<file path="src/rtl/kbd_rx_pkg.sv">
`timescale 1ns/1ps
package kbd_rx_pkg;

    // Bits arrive LSB first and are shifted in at the top, so the first
    // bit received ends up in the lowest field.
    typedef struct packed {
        logic       stop;
        logic       parity;
        logic [7:0] data;
        logic       start;
    } kbd_frame_t;

    localparam int FRAME_BITS = $bits(kbd_frame_t);

    typedef enum logic [1:0] {
        RD_NONE,
        RD_DATA,
        RD_STAT
    } kbd_rd_sel_e;

    typedef enum logic {
        RX_IDLE,
        RX_BITS
    } kbd_rx_state_e;

    function automatic logic frame_ok(input kbd_frame_t f);
        return (f.start == 1'b0) && (f.stop == 1'b1) && (^{f.parity, f.data});
    endfunction

    function automatic logic [7:0] status_word(input logic [7:0] d, input logic rdy);
        return {d[7:1], rdy};
    endfunction

endpackage

</file>
<file path="src/rtl/kbd_line_sync.sv">
`timescale 1ns/1ps
module kbd_line_sync #(
    parameter int WIDTH  = 2,
    parameter int STAGES = 2
) (
    input  logic             clk,
    input  logic             rst,
    input  logic [WIDTH-1:0] din,
    output logic [WIDTH-1:0] dout
);
    // Lines idle high, so every stage resets to 1.
    logic [WIDTH-1:0] stage_q [STAGES];

    generate
        for (genvar s = 0; s < STAGES; s++) begin : g_stage
            if (s == 0) begin : g_first
                always_ff @(posedge clk) begin
                    if (rst) stage_q[s] <= '1;
                    else     stage_q[s] <= din;
                end
            end else begin : g_next
                always_ff @(posedge clk) begin
                    if (rst) stage_q[s] <= '1;
                    else     stage_q[s] <= stage_q[s-1];
                end
            end
        end
    endgenerate

    assign dout = stage_q[STAGES-1];

endmodule

</file>
<file path="src/rtl/kbd_frame_rx.sv">
`timescale 1ns/1ps
module kbd_frame_rx
    import kbd_rx_pkg::*;
#(
    parameter int TIMEOUT_CYC = 125000
) (
    input  logic       clk,
    input  logic       rst,
    input  logic       clk_lvl,
    input  logic       data_lvl,
    input  logic       inhibit,
    output logic       byte_valid,
    output logic [7:0] byte_out
);
    localparam int CNT_W = $clog2(FRAME_BITS + 1);
    localparam int TO_W  = $clog2(TIMEOUT_CYC + 1);

    kbd_rx_state_e          state_q;
    logic [CNT_W-1:0]       cnt_q;
    logic [TO_W-1:0]        tmo_q;
    logic [FRAME_BITS-1:0]  shreg_q;
    logic [FRAME_BITS-1:0]  shift_nx;
    kbd_frame_t             frame_nx;
    logic                   prev_q;
    logic                   fall;

    assign fall     = prev_q & ~clk_lvl & ~inhibit;
    assign shift_nx = {data_lvl, shreg_q[FRAME_BITS-1:1]};
    assign frame_nx = kbd_frame_t'(shift_nx);

    always_ff @(posedge clk) begin
        if (rst) begin
            prev_q     <= 1'b1;
            state_q    <= RX_IDLE;
            cnt_q      <= '0;
            tmo_q      <= '0;
            shreg_q    <= '0;
            byte_valid <= 1'b0;
            byte_out   <= '0;
        end else begin
            prev_q     <= clk_lvl;
            byte_valid <= 1'b0;
            if (inhibit) begin
                state_q <= RX_IDLE;
                cnt_q   <= '0;
                tmo_q   <= '0;
            end else begin
                case (state_q)
                    RX_IDLE: begin
                        tmo_q <= '0;
                        if (fall) begin
                            shreg_q <= shift_nx;
                            cnt_q   <= CNT_W'(1);
                            state_q <= RX_BITS;
                        end
                    end
                    RX_BITS: begin
                        if (fall) begin
                            tmo_q   <= '0;
                            shreg_q <= shift_nx;
                            if (cnt_q == CNT_W'(FRAME_BITS - 1)) begin
                                state_q <= RX_IDLE;
                                cnt_q   <= '0;
                                if (frame_ok(frame_nx)) begin
                                    byte_valid <= 1'b1;
                                    byte_out   <= frame_nx.data;
                                end
                            end else begin
                                cnt_q <= cnt_q + CNT_W'(1);
                            end
                        end else if (tmo_q == TO_W'(TIMEOUT_CYC - 1)) begin
                            state_q <= RX_IDLE;
                            cnt_q   <= '0;
                            tmo_q   <= '0;
                        end else begin
                            tmo_q <= tmo_q + TO_W'(1);
                        end
                    end
                    default: state_q <= RX_IDLE;
                endcase
            end
        end
    end

endmodule

</file>
<file path="src/rtl/kbd_hold_reg.sv">
`timescale 1ns/1ps
module kbd_hold_reg
    import kbd_rx_pkg::*;
#(
    parameter int                ADDR_W    = 8,
    parameter logic [ADDR_W-1:0] DATA_ADDR = 'hF4,
    parameter logic [ADDR_W-1:0] STAT_ADDR = 'hF5
) (
    input  logic              clk,
    input  logic              rst,
    input  logic              byte_valid,
    input  logic [7:0]        byte_in,
    input  logic              cpu_cs,
    input  logic              cpu_rd,
    input  logic [ADDR_W-1:0] cpu_addr,
    output logic [7:0]        cpu_rdata,
    output logic              ready,
    output logic [7:0]        hold_byte,
    output logic              clk_inhibit
);
    kbd_rd_sel_e sel;

    always_comb begin
        sel = RD_NONE;
        if (cpu_cs && cpu_rd) begin
            if (cpu_addr == DATA_ADDR)      sel = RD_DATA;
            else if (cpu_addr == STAT_ADDR) sel = RD_STAT;
        end
    end

    always_ff @(posedge clk) begin
        if (rst) begin
            ready     <= 1'b0;
            hold_byte <= '0;
        end else if (byte_valid && !ready) begin
            ready     <= 1'b1;
            hold_byte <= byte_in;
        end else if (sel == RD_DATA) begin
            ready <= 1'b0;
        end
    end

    always_comb begin
        case (sel)
            RD_DATA: cpu_rdata = hold_byte;
            RD_STAT: cpu_rdata = status_word(hold_byte, ready);
            default: cpu_rdata = '0;
        endcase
    end

    assign clk_inhibit = ready;

endmodule

</file>
<file path="src/rtl/kbd_rx_port.sv">
`timescale 1ns/1ps
module kbd_rx_port #(
    parameter int                CLK_KHZ     = 125000,
    parameter int                TIMEOUT_US  = 1000,
    parameter int                SYNC_STAGES = 2,
    parameter int                ADDR_W      = 8,
    parameter logic [ADDR_W-1:0] DATA_ADDR   = 'hF4,
    parameter logic [ADDR_W-1:0] STAT_ADDR   = 'hF5
) (
    input  logic              clk,
    input  logic              rst,
    input  logic              ps2_clk_i,
    input  logic              ps2_data_i,
    output logic              ps2_clk_oe,
    input  logic              cpu_cs,
    input  logic              cpu_rd,
    input  logic [ADDR_W-1:0] cpu_addr,
    output logic [7:0]        cpu_rdata
);
    localparam int TIMEOUT_CYC = (CLK_KHZ * TIMEOUT_US) / 1000;

    logic [1:0] line_s;
    logic       rx_valid;
    logic [7:0] rx_byte;
    logic       ready;
    logic [7:0] hold_byte;
    logic       inhibit;

    kbd_line_sync #(
        .WIDTH  (2),
        .STAGES (SYNC_STAGES)
    ) u_sync (
        .clk  (clk),
        .rst  (rst),
        .din  ({ps2_data_i, ps2_clk_i}),
        .dout (line_s)
    );

    kbd_frame_rx #(
        .TIMEOUT_CYC (TIMEOUT_CYC)
    ) u_frame (
        .clk        (clk),
        .rst        (rst),
        .clk_lvl    (line_s[0]),
        .data_lvl   (line_s[1]),
        .inhibit    (inhibit),
        .byte_valid (rx_valid),
        .byte_out   (rx_byte)
    );

    kbd_hold_reg #(
        .ADDR_W    (ADDR_W),
        .DATA_ADDR (DATA_ADDR),
        .STAT_ADDR (STAT_ADDR)
    ) u_hold (
        .clk         (clk),
        .rst         (rst),
        .byte_valid  (rx_valid),
        .byte_in     (rx_byte),
        .cpu_cs      (cpu_cs),
        .cpu_rd      (cpu_rd),
        .cpu_addr    (cpu_addr),
        .cpu_rdata   (cpu_rdata),
        .ready       (ready),
        .hold_byte   (hold_byte),
        .clk_inhibit (inhibit)
    );

    assign ps2_clk_oe = inhibit;

endmodule

</file>
<file path="config.mk">
export PLATFORM = sky130hd
export DESIGN_NAME = kbd_rx_port
export DESIGN_NICKNAME = d
export VERILOG_FILES = /design/src/rtl/kbd_rx_pkg.sv /design/src/rtl/kbd_line_sync.sv /design/src/rtl/kbd_frame_rx.sv /design/src/rtl/kbd_hold_reg.sv /design/src/rtl/kbd_rx_port.sv
export SDC_FILE = /design/constraint.sdc
export NUM_CORES = 1
export LEC_CHECK = 0
export ABC_AREA = 1
export BUFFER_PORTS_ARGS = -buffer_cell sky130_fd_sc_hd__buf_2
export CAP_MARGIN = 20
export CELL_PAD_IN_SITES_DETAIL_PLACEMENT = 1
export CELL_PAD_IN_SITES_GLOBAL_PLACEMENT = 1
export CORE_UTILIZATION = 47
export DETAILED_ROUTE_END_ITERATION = 12
export PLACE_DENSITY_LB_ADDON = 0.1
export SYNTH_ARGS = -nofsm -noshare
export SYNTH_HDL_FRONTEND = slang
export SYNTH_HIERARCHICAL = 1
export SYNTH_SLANG_ARGS = --single-unit
</file>
<file path="constraint.sdc">
create_clock -name clk -period 3.6 [get_ports clk]
set_input_delay 0.18 -clock clk [delete_from_list [all_inputs] [get_ports clk]]
set_output_delay 0.18 -clock clk [all_outputs]
set_load 0.02 [all_outputs]
</file>
==> results of run 1 <==
flip-flops by register name (all words and copies together) (netlist names):
name	cells
u_frame/state_q	1
u_frame/shreg_q	10
u_frame/prev_q	1
u_sync/stage_q	4
u_frame/byte_out	8
u_frame/cnt_q	4
u_hold/hold_byte	8
u_frame/byte_valid	1
u_hold/clk_inhibit	1
u_frame/tmo_q	17
layout by cell type (no fill, tap or decap):
cell type  count
a211oi_2       7
a21oi_1       31
buf_2         22
clkbuf_1       1
clkbuf_8       7
dfxtp_1       55
ha_1           3
inv_1         41
inv_2          4
nand2_1       53
nand2_2        5
nand3_1       25
nand3_2        1
nand3_4        1
nand3b_2       1
nand4_1        7
nand4_2        1
nor2_1        41
nor2_2         4
nor2_4         1
nor3_1         8
nor3_2         2
nor3_4         1
nor3b_1        3
nor3b_4        1
nor4_1         1
o21ai_0       13
o21ai_2        1
o22ai_1        1
or2_2          6
xnor2_1        3
xor2_1         6
final timing paths:
kind                                           start                    to  slack, ns
worst max-delay path              u_hold/clk_inhibit   u_frame/byte_out[3]       1.67
worst min-delay path                       ps2_clk_i  u_sync/stage_q[0][0]       0.05
worst max register to register    u_hold/clk_inhibit   u_frame/byte_out[3]       1.67
worst min register to register  u_sync/stage_q[0][1]  u_sync/stage_q[1][1]       0.43
per-stage QoR:
stage / util (%) / setup WS, ns / cell area (um2) / power, W
detailed placement: 52.04 / 1.668 / 2709 / 0.0007172
global placement: 52.04 / 1.785 / 2709 / 0.0007126
floorplan: - / 2.113 / 2579 / 0.0007004
finish: 53.97 / 1.670 / 2809 / 0.001070
CTS: 53.97 / 1.641 / 2809 / 0.001081
global route: 53.97 / 1.424 / 2809 / 0.001120
worst min-delay path: stages:
cell     delay (ns)
buf_2          0.08
inv_1          0.03
nand2_1        0.05
final cells by class:
| type | count | area, um2 | share of cell area [%] |
|---|---|---|---|
| inverters | 45 | 168.9 | 6.013 |
| repair buffers | 22 | 110.1 | 3.920 |
| well taps | 70 | 87.58 | 3.118 |
| multi-input cells | 227 | 1241 | 44.19 |
| flip-flops and latches | 55 | 1101 | 39.20 |
| clock buffers | 8 | 100.1 | 3.563 |
routing by layer:
| layer | part of all wire, % | wire (um) | GRT usage [%] |
|---|---|---|---|
| met1 | 50 | 2746 | 28.30 |
| met2 | 46 | 2498 | 33.00 |
| met3 | 3.6 | 195 | 4.431 |
| met4 | 0.69 | 38 | 5.769 |
| met5 | 0 | 0 | 0 |
power by group through the flow:
stage / Clock [W] / Combinational (W) / Sequential (W)
after floorplan: 0 / 0.0000626 / 0.000638
after global placement: 0 / 0.0000734 / 0.000639
after detailed placement: 0 / 0.0000775 / 0.000640
after CTS: 0.000377 / 0.0000782 / 0.000625
after global routing: 0.000404 / 0.0000886 / 0.000627
final: 0.000366 / 0.0000778 / 0.000625
==> impl_metrics.toml, run 1 <==
[timing]
grt_setup_unrepaired = "false"
slew_viol_final = 0
slew_headroom_pct = 56.81
finClkSkew_ns = 0.007187
hold_violations = 0
max_clock_freq_mhz = 518.2
period_needed_ns = 1.930
setup_viol = 0
tightest_slew_ns = 0.6472
whs_ns = 0.05063
post-route-period-util_pct = 53.60
setup_tns_ns = 0

[routing]
via_per_inst = 5.136
drt-initial-drc-count = 79
drtAntennaViolNets = 0
drt-total-wl_um = 5478
drc = 0
vias = 2193
drtPass1Iterations = 4
routedWlPerCell_um = 12.83

[global_route]
globalRoute.totalOverflow = 0
grt_pass1_vias = 2116
grtUsageTotal_pct = 20.72
grt_max_degree = 23
grt_first_pass_wirelength_um = 9777
antenna_found_initial = 0

[power]
p_sw_w = 0.0002526
ir_worst_vdd_uv = 175.3
switching_share_pct = 23.62
intPower_w = 0.0008170
p_leak_nw = 1.073
pwr-share-comb_pct = 7.3
clock_power_share_pct = 34.3
power_frac_seq_pct = 58.5
p_per_area_nw_per_um2 = 380.8

[worst_setup_path]
cp_num_buf_inv = 0
critical_path_class = "reg -> reg"
required_ns = 3.80
worst-path-stages = 6
critPathLaunchType = "register"
slowest_stage = "nor3b_4"
worstPathCellList = "nor2_4 > nand3_4 > nor3b_4 > nand3_1 > nand2_1 > nor2_1"
crit_fanout = 22
rr_worst_depth = 6
crit_arrival_ns = 2.13
endpoint_kind = "register"
crit_family = "simple AND/OR/NAND/NOR gates"
slowest_delay_ns = 0.58

[yosys]
netlist_area_um2 = 2579
syn_nets = 352
netlist_instances = 335
synth.avg_cell_area_um2 = 7.698
synth-warning-count = 6

[placement]
dp_hpwl_um = 4017
gp_routability_congestion = 0.7641
io_buffers = 22
dp_cells = 419

[clocking]
cts_post_setup_buffers_inserted = 0
clk_transition_reported_paths_ns = 0.09
cts_tree = "yes"
root_buffer = "clkbuf_8"
cts_buffer_depth = 2
clock_sinks = 55
holdBufCountCts = 0
insertion_delay_ns = 0.30
cts_resized = 0
htreeDepth = 2
numCtsBuffers = 5

[final_layout]
nets = 373
area_growth_pct = 8.928
drive_above_1_share_pct = 18.21
layout.cells.non_filler = 427
n_antenna_cell = 0
n_fill_cell = 677

[die]
start_util_pct = 49.54
core.rowCount = 26
num_io_pins = 23
die_w_um = 76.07
die_area_um2 = 5787
die_h_um = 76.07
design.core.area_um2 = 5205

[outcome]
status = "finished, final reports clean"

[min_path]
worstHoldPathType = "in -> reg"
hold_depth = 3

[job]
cap_violations = 0
Note: power is estimated with default switching activity, not from simulation.
==> run 2, diff against run 1 <==
--- a/config.mk
+++ b/config.mk
@@ -10,7 +10,7 @@
 export CAP_MARGIN = 20
 export CELL_PAD_IN_SITES_DETAIL_PLACEMENT = 1
 export CELL_PAD_IN_SITES_GLOBAL_PLACEMENT = 1
-export CORE_UTILIZATION = 47
+export CORE_UTILIZATION = 43
 export DETAILED_ROUTE_END_ITERATION = 12
 export PLACE_DENSITY_LB_ADDON = 0.1
 export SYNTH_ARGS = -nofsm -noshare
==> constraint.sdc (replaced) <==
create_clock -name clk -period 1.97 [get_ports clk]
set_input_delay 0.0985 -clock clk [delete_from_list [all_inputs] [get_ports clk]]
set_output_delay 0.0985 -clock clk [all_outputs]
set_load 0.02 [all_outputs]
==> run 2 against run 1 <==
First-iteration DRC count rose by 1.3%. Clock-buffer cell count is 3 lower. Critical path type unchanged. Critical endpoint is now u_frame/tmo_q[12]. Worst hold slack improved by 0.12 ns. Fmax rose by 15%. Sequential power up 82%. Power rose by 100%. Clock skew decreased by 0.00056 ns. Sequential cell count unchanged.
==> impl_metrics.toml, run 2 (synthesis results as in run 1) <==
[outcome]
status = "finished, final reports clean"

[clocking]
cts_tree = "yes"
clk_transition_reported_paths_ns = 0.09
root_buffer = "clkbuf_8"
cts_buffer_depth = 2
insertion_delay_ns = 0.30
numCtsBuffers = 5
clock_sinks = 55
htreeDepth = 2
cts_post_setup_buffers_inserted = 0
cts_resized = 0

[die]
die_area_um2 = 6311
die_w_um = 79.44
design.core.area_um2 = 5642
core.rowCount = 27
die_h_um = 79.44
num_io_pins = 23
start_util_pct = 45.71

[power]
p_leak_nw = 1.105
p_per_area_nw_per_um2 = 749.9
ir_worst_vdd_uv = 477.7
p_total_w = 0.002162

[final_layout]
layout_commonest_cell = "dfxtp_1"
final_cell_mix = "dfxtp_1, nand2_1, inv_1, nor2_1, a21oi_1"
largest_register = "u_frame/tmo_q"
top_regs = "u_frame/tmo_q x17, u_frame/shreg_q x10"
n_fill_cell = 716
utilization_pct = 51.10
nets = 377
largest_register_ffs = 17
area_growth_pct = 11.79
n_antenna_cell = 0
final_cell_area_um2 = 2883
drive_above_1_share_pct = 18.84

[worst_setup_path]
critical_path_class = "reg -> reg"
required_ns = 2.18
worstPathCellList = "ha_1 > nand2_2 > nor3_1 > nand2_1 > nand4_2 > nor3b_1"
slowest_stage = "nand4_2"
critPathLaunchType = "register"
slowest_delay_ns = 0.37
crit_arrival_ns = 1.89
crit_family = "simple AND/OR/NAND/NOR gates"
crit_fanout = 17
endpoint_kind = "register"
cp_num_buf_inv = 0

[placement]
dp_hpwl_um = 3964
io_buffers = 22
place_area_um2 = 2726
dp_slack_ns = 0.3182
gp_routability_congestion = 0.7558

[timing]
setup_viol = 0
max_clock_freq_mhz = 598.3
slew_viol_final = 0
tightest_slew_ns = 0.5060
post-route-period-util_pct = 84.85
finClkSkew_ns = 0.006631
grt_setup_unrepaired = "false"
hold_violations = 0
setup_tns_ns = 0
slew_headroom_pct = 66.23
period_needed_ns = 1.672
finalWorstSetupSlack_ns = 0.2985

[global_route]
grtUsageTotal_pct = 18.70
grt_first_pass_wirelength_um = 9349
grt_max_degree = 22
grt_pass1_vias = 2090
antenna_found_initial = 0
globalRoute.totalOverflow = 0

[routing]
routedWlPerCell_um = 12.48
drc = 0
drt-total-wl_um = 5404
drtPass1Iterations = 4
drtAntennaViolNets = 0
via_per_inst = 4.979
vias = 2156
drt-initial-drc-count = 80

[min_path]
worstHoldPathType = "in -> reg"

[job]
cap_violations = 0
-- run 2: cell count changes in the layout (fill, tap and decap cells not counted) --
cell	change
buf_4	+2
bufinv_16	+2
clkbuf_1	-1
clkbuf_8	-2
clkinvlp_4	+1
dlygate4sd3_1	+2
-- run 2: report_power, final --
group	switching, W	internal, W	total [W]
clock network	0.000366	0.000507	0.000873
logic	0.0000993	0.0000467	0.000146
registers	0.0000147	0.00113	0.00114
-- run 2: path summary, 6_finish.rpt --
path | startpoint | to | slack (ns) | depth (start not counted)
worst min-delay path | rst | u_frame/byte_valid | 0.17 | 2
worst max-delay path | u_frame/tmo_q[0] | u_frame/tmo_q[12] | 0.30 | 6
worst max register to register | u_frame/tmo_q[0] | u_frame/tmo_q[12] | 0.30 | 6
worst min register to register | u_sync/stage_q[0][0] | u_sync/stage_q[1][0] | 0.42 | 2
-- run 2: timing repair --
action | 4_1_cts | 5_1_grt
hold buffers | 2 | 0
setup endpoints to repair | 0 | 0
endpoints found under the hold margin | 2 | 0
-- run 2: final cells by class --
cell class | instances | area, um2 | share of cell area (%)
multi-input cells | 227 | 1241 | 43.06
flip-flops and latches | 55 | 1101 | 38.19
inverters | 45 | 168.9 | 5.859
repair buffers | 26 | 145.1 | 5.035
well taps | 72 | 90.09 | 3.125
clock buffers | 5 | 68.82 | 2.387
clock inverters | 3 | 67.56 | 2.344
-- run 2: metal layers --
metal,up-vias,GRT usage (%),part of all wire (%)
met5,-,0,0
li1,1134,-,-
met2,24,31.20,46
met3,5,3.543,2.5
met4,0,5.455,0.78
met1,993,24.38,51
-- run 2: per-stage QoR --
stage,std cells,hold WS (ns)
floorplan,335,0.1701
CTS,433,0.1715
detailed placement,423,0.2885
finish,433,0.1691
global placement,423,0.2795
global route,433,0.1895
==> run 3, diff against run 2 <==
--- a/config.mk
+++ b/config.mk
@@ -5,12 +5,12 @@
 export SDC_FILE = /design/constraint.sdc
 export NUM_CORES = 1
 export LEC_CHECK = 0
-export ABC_AREA = 1
+export ABC_AREA = 0
 export BUFFER_PORTS_ARGS = -buffer_cell sky130_fd_sc_hd__buf_2
 export CAP_MARGIN = 20
 export CELL_PAD_IN_SITES_DETAIL_PLACEMENT = 1
 export CELL_PAD_IN_SITES_GLOBAL_PLACEMENT = 1
-export CORE_UTILIZATION = 43
+export CORE_UTILIZATION = 45
 export DETAILED_ROUTE_END_ITERATION = 12
 export PLACE_DENSITY_LB_ADDON = 0.1
 export SYNTH_ARGS = -nofsm -noshare
==> constraint.sdc (replaced) <==
create_clock -name clk -period 1.6 [get_ports clk]
set_input_delay 0.08 -clock clk [delete_from_list [all_inputs] [get_ports clk]]
set_output_delay 0.08 -clock clk [all_outputs]
set_load 0.02 [all_outputs]
==> run 3 against run 2 <==
The flow now finishes with violations (negative setup slack). Die area shrank 8.0%. Sequential power increased by 21%. Final cell count shrank 6.5%. Sequential cell count is the same. Fmax decreased by 8.9%. Highest routed layer unchanged. Sequential share of layout area down 3.7 points.
==> impl_metrics.toml, run 3 <==
[routing]
via_per_inst = 5.173
routedWlPerCell_um = 15.78
drtAntennaViolNets = 0
drt-initial-drc-count = 73
drtPass1Iterations = 4
drt-total-wl_um = 6391
drc = 0
vias = 2095

[timing]
setup_viol = 9
setup_tns_ns = -1.875
max_clock_freq_mhz = 544.9
grt_setup_unrepaired = "true"
slew_viol_final = 0
tightest_slew_ns = 0.5644
finClkSkew_ns = 0.004079
whs_ns = 0.1583
hold_violations = 0
period_needed_ns = 1.835
slew_headroom_pct = 62.12
post-route-period-util_pct = 114.7
finalWorstSetupSlack_ns = -0.2352

[final_layout]
top_regs = "u_frame/tmo_q x17, u_frame/shreg_q x10"
n_fill_cell = 619
utilization_pct = 62.24
multi_input_area_um2 = 1394
area_growth_pct = 30.76
largest_register = "u_frame/tmo_q"
n_antenna_cell = 0
final_cell_mix = "dfxtp_1, buf_4, nand2_1"
drive_above_1_share_pct = 32.54
nets = 351
regArea_um2 = 1117
largest_register_ffs = 17
layout_commonest_cell = "dfxtp_1"

[worst_setup_path]
crit_arrival_ns = 2.07
required_ns = 1.84
cp_num_buf_inv = 1
crit_family = "simple AND/OR/NAND/NOR gates"
critical_path_class = "reg -> reg"
r2r_setup_slack_ns = -0.24
critPathLaunchType = "register"
slowest_stage = "or4_4"
crit_fanout = 8
endpoint_kind = "register"
worstPathCellList = "or3b_4 > or4_4 > mux2i_4 > buf_12 > mux2i_1"
slowest_delay_ns = 0.50

[yosys]
syn_nets = 286
synth.avg_cell_area_um2 = 9.210
netlist_area_um2 = 2477
netlist_instances = 269
synth-warning-count = 6

[global_route]
antenna_found_initial = 0
use_met1_pct = 27.03
use_met3_pct = 4.072
grt_first_pass_wirelength_um = 10020
grtUsageTotal_pct = 21.99
grt_max_degree = 42
globalRoute.totalOverflow = 0
grt_pass1_vias = 2147
busiest_layer = "met2"
grt_util_met2_pct = 37.45

[die]
die_h_um = 76.20
die_w_um = 76.20
start_util_pct = 47.60
design.core.area_um2 = 5205
num_io_pins = 23
core.rowCount = 26
die_area_um2 = 5806

[power]
p_total_w = 0.002341
ir_worst_vdd_uv = 521.2
p_leak_nw = 1.214
p_per_area_nw_per_um2 = 722.7

[placement]
dp_hpwl_um = 4045
gp_routability_congestion = 0.7836
io_buffers = 22

[clocking]
clk_transition_reported_paths_ns = 0.09
htreeDepth = 2
numCtsBuffers = 5
clock_sinks = 55
cts_buffer_depth = 2
cts_tree = "yes"
root_buffer = "clkbuf_8"
insertion_delay_ns = 0.30

[min_path]
worstHoldPathType = "in -> reg"

[outcome]
violations = "negative setup slack"
status = "complete, but fails checks"

[job]
cap_violations = 0
[run 3: worst paths after layout]
path                                            from              endpoint  cells after the start
worst min-delay path                     cpu_addr[0]    u_hold/clk_inhibit                      3
worst max-delay path              u_hold/clk_inhibit   u_frame/byte_out[3]                      5
worst min register to register  u_sync/stage_q[0][1]  u_sync/stage_q[1][1]                      1
worst max register to register    u_hold/clk_inhibit   u_frame/byte_out[3]                      5
[run 3: cell type report]
class,count,share of cell area (%)
multi-input combinational,196,43.03
sequential,55,34.49
timing repair buffer,71,16.11
clock buffer,8,3.090
tap,70,2.704
inverter,5,0.5794
[run 3: layer usage]
metal / part of all wire [%] / vias up
li1: - / 1046
met1: 46 / 1012
met2: 50 / 26
met3: 1.9 / 11
met4: 1.9 / 0
met5: 0 / -
[run 3: power by group]
part | internal (W) | switching (W)
clock | 0.000396 | 0.000430
sequential | 0.00138 | 0.00000603
combinational | 0.0000636 | 0.0000691
[run 3: what timing repair did]
item	CTS	global route
endpoints found under the hold margin	2	0
buffers inserted	7	2
pin swaps	1	6
setup endpoints to repair	12	31
resized for setup	10	28
hold buffers	2	0
[run 3: worst register-to-register path, delay by kind of cell (launching register included)]
kind                   cells  cell delay (ns)
and+or+nand+nor            2             0.88
DFF                        1             0.36
muxes                      2             0.36
buffers and inverters      1             0.16
[run 3: through the flow]
stage	instances	instance area [um2]	worst slack (ns)
final	405	3239	-0.2352
after CTS	404	3139	-0.2226
after global routing	405	3239	-0.2756
after detailed placement	387	2934	-0.2428
after floorplan	269	2495	-0.3396
after global placement	387	2934	-0.1542
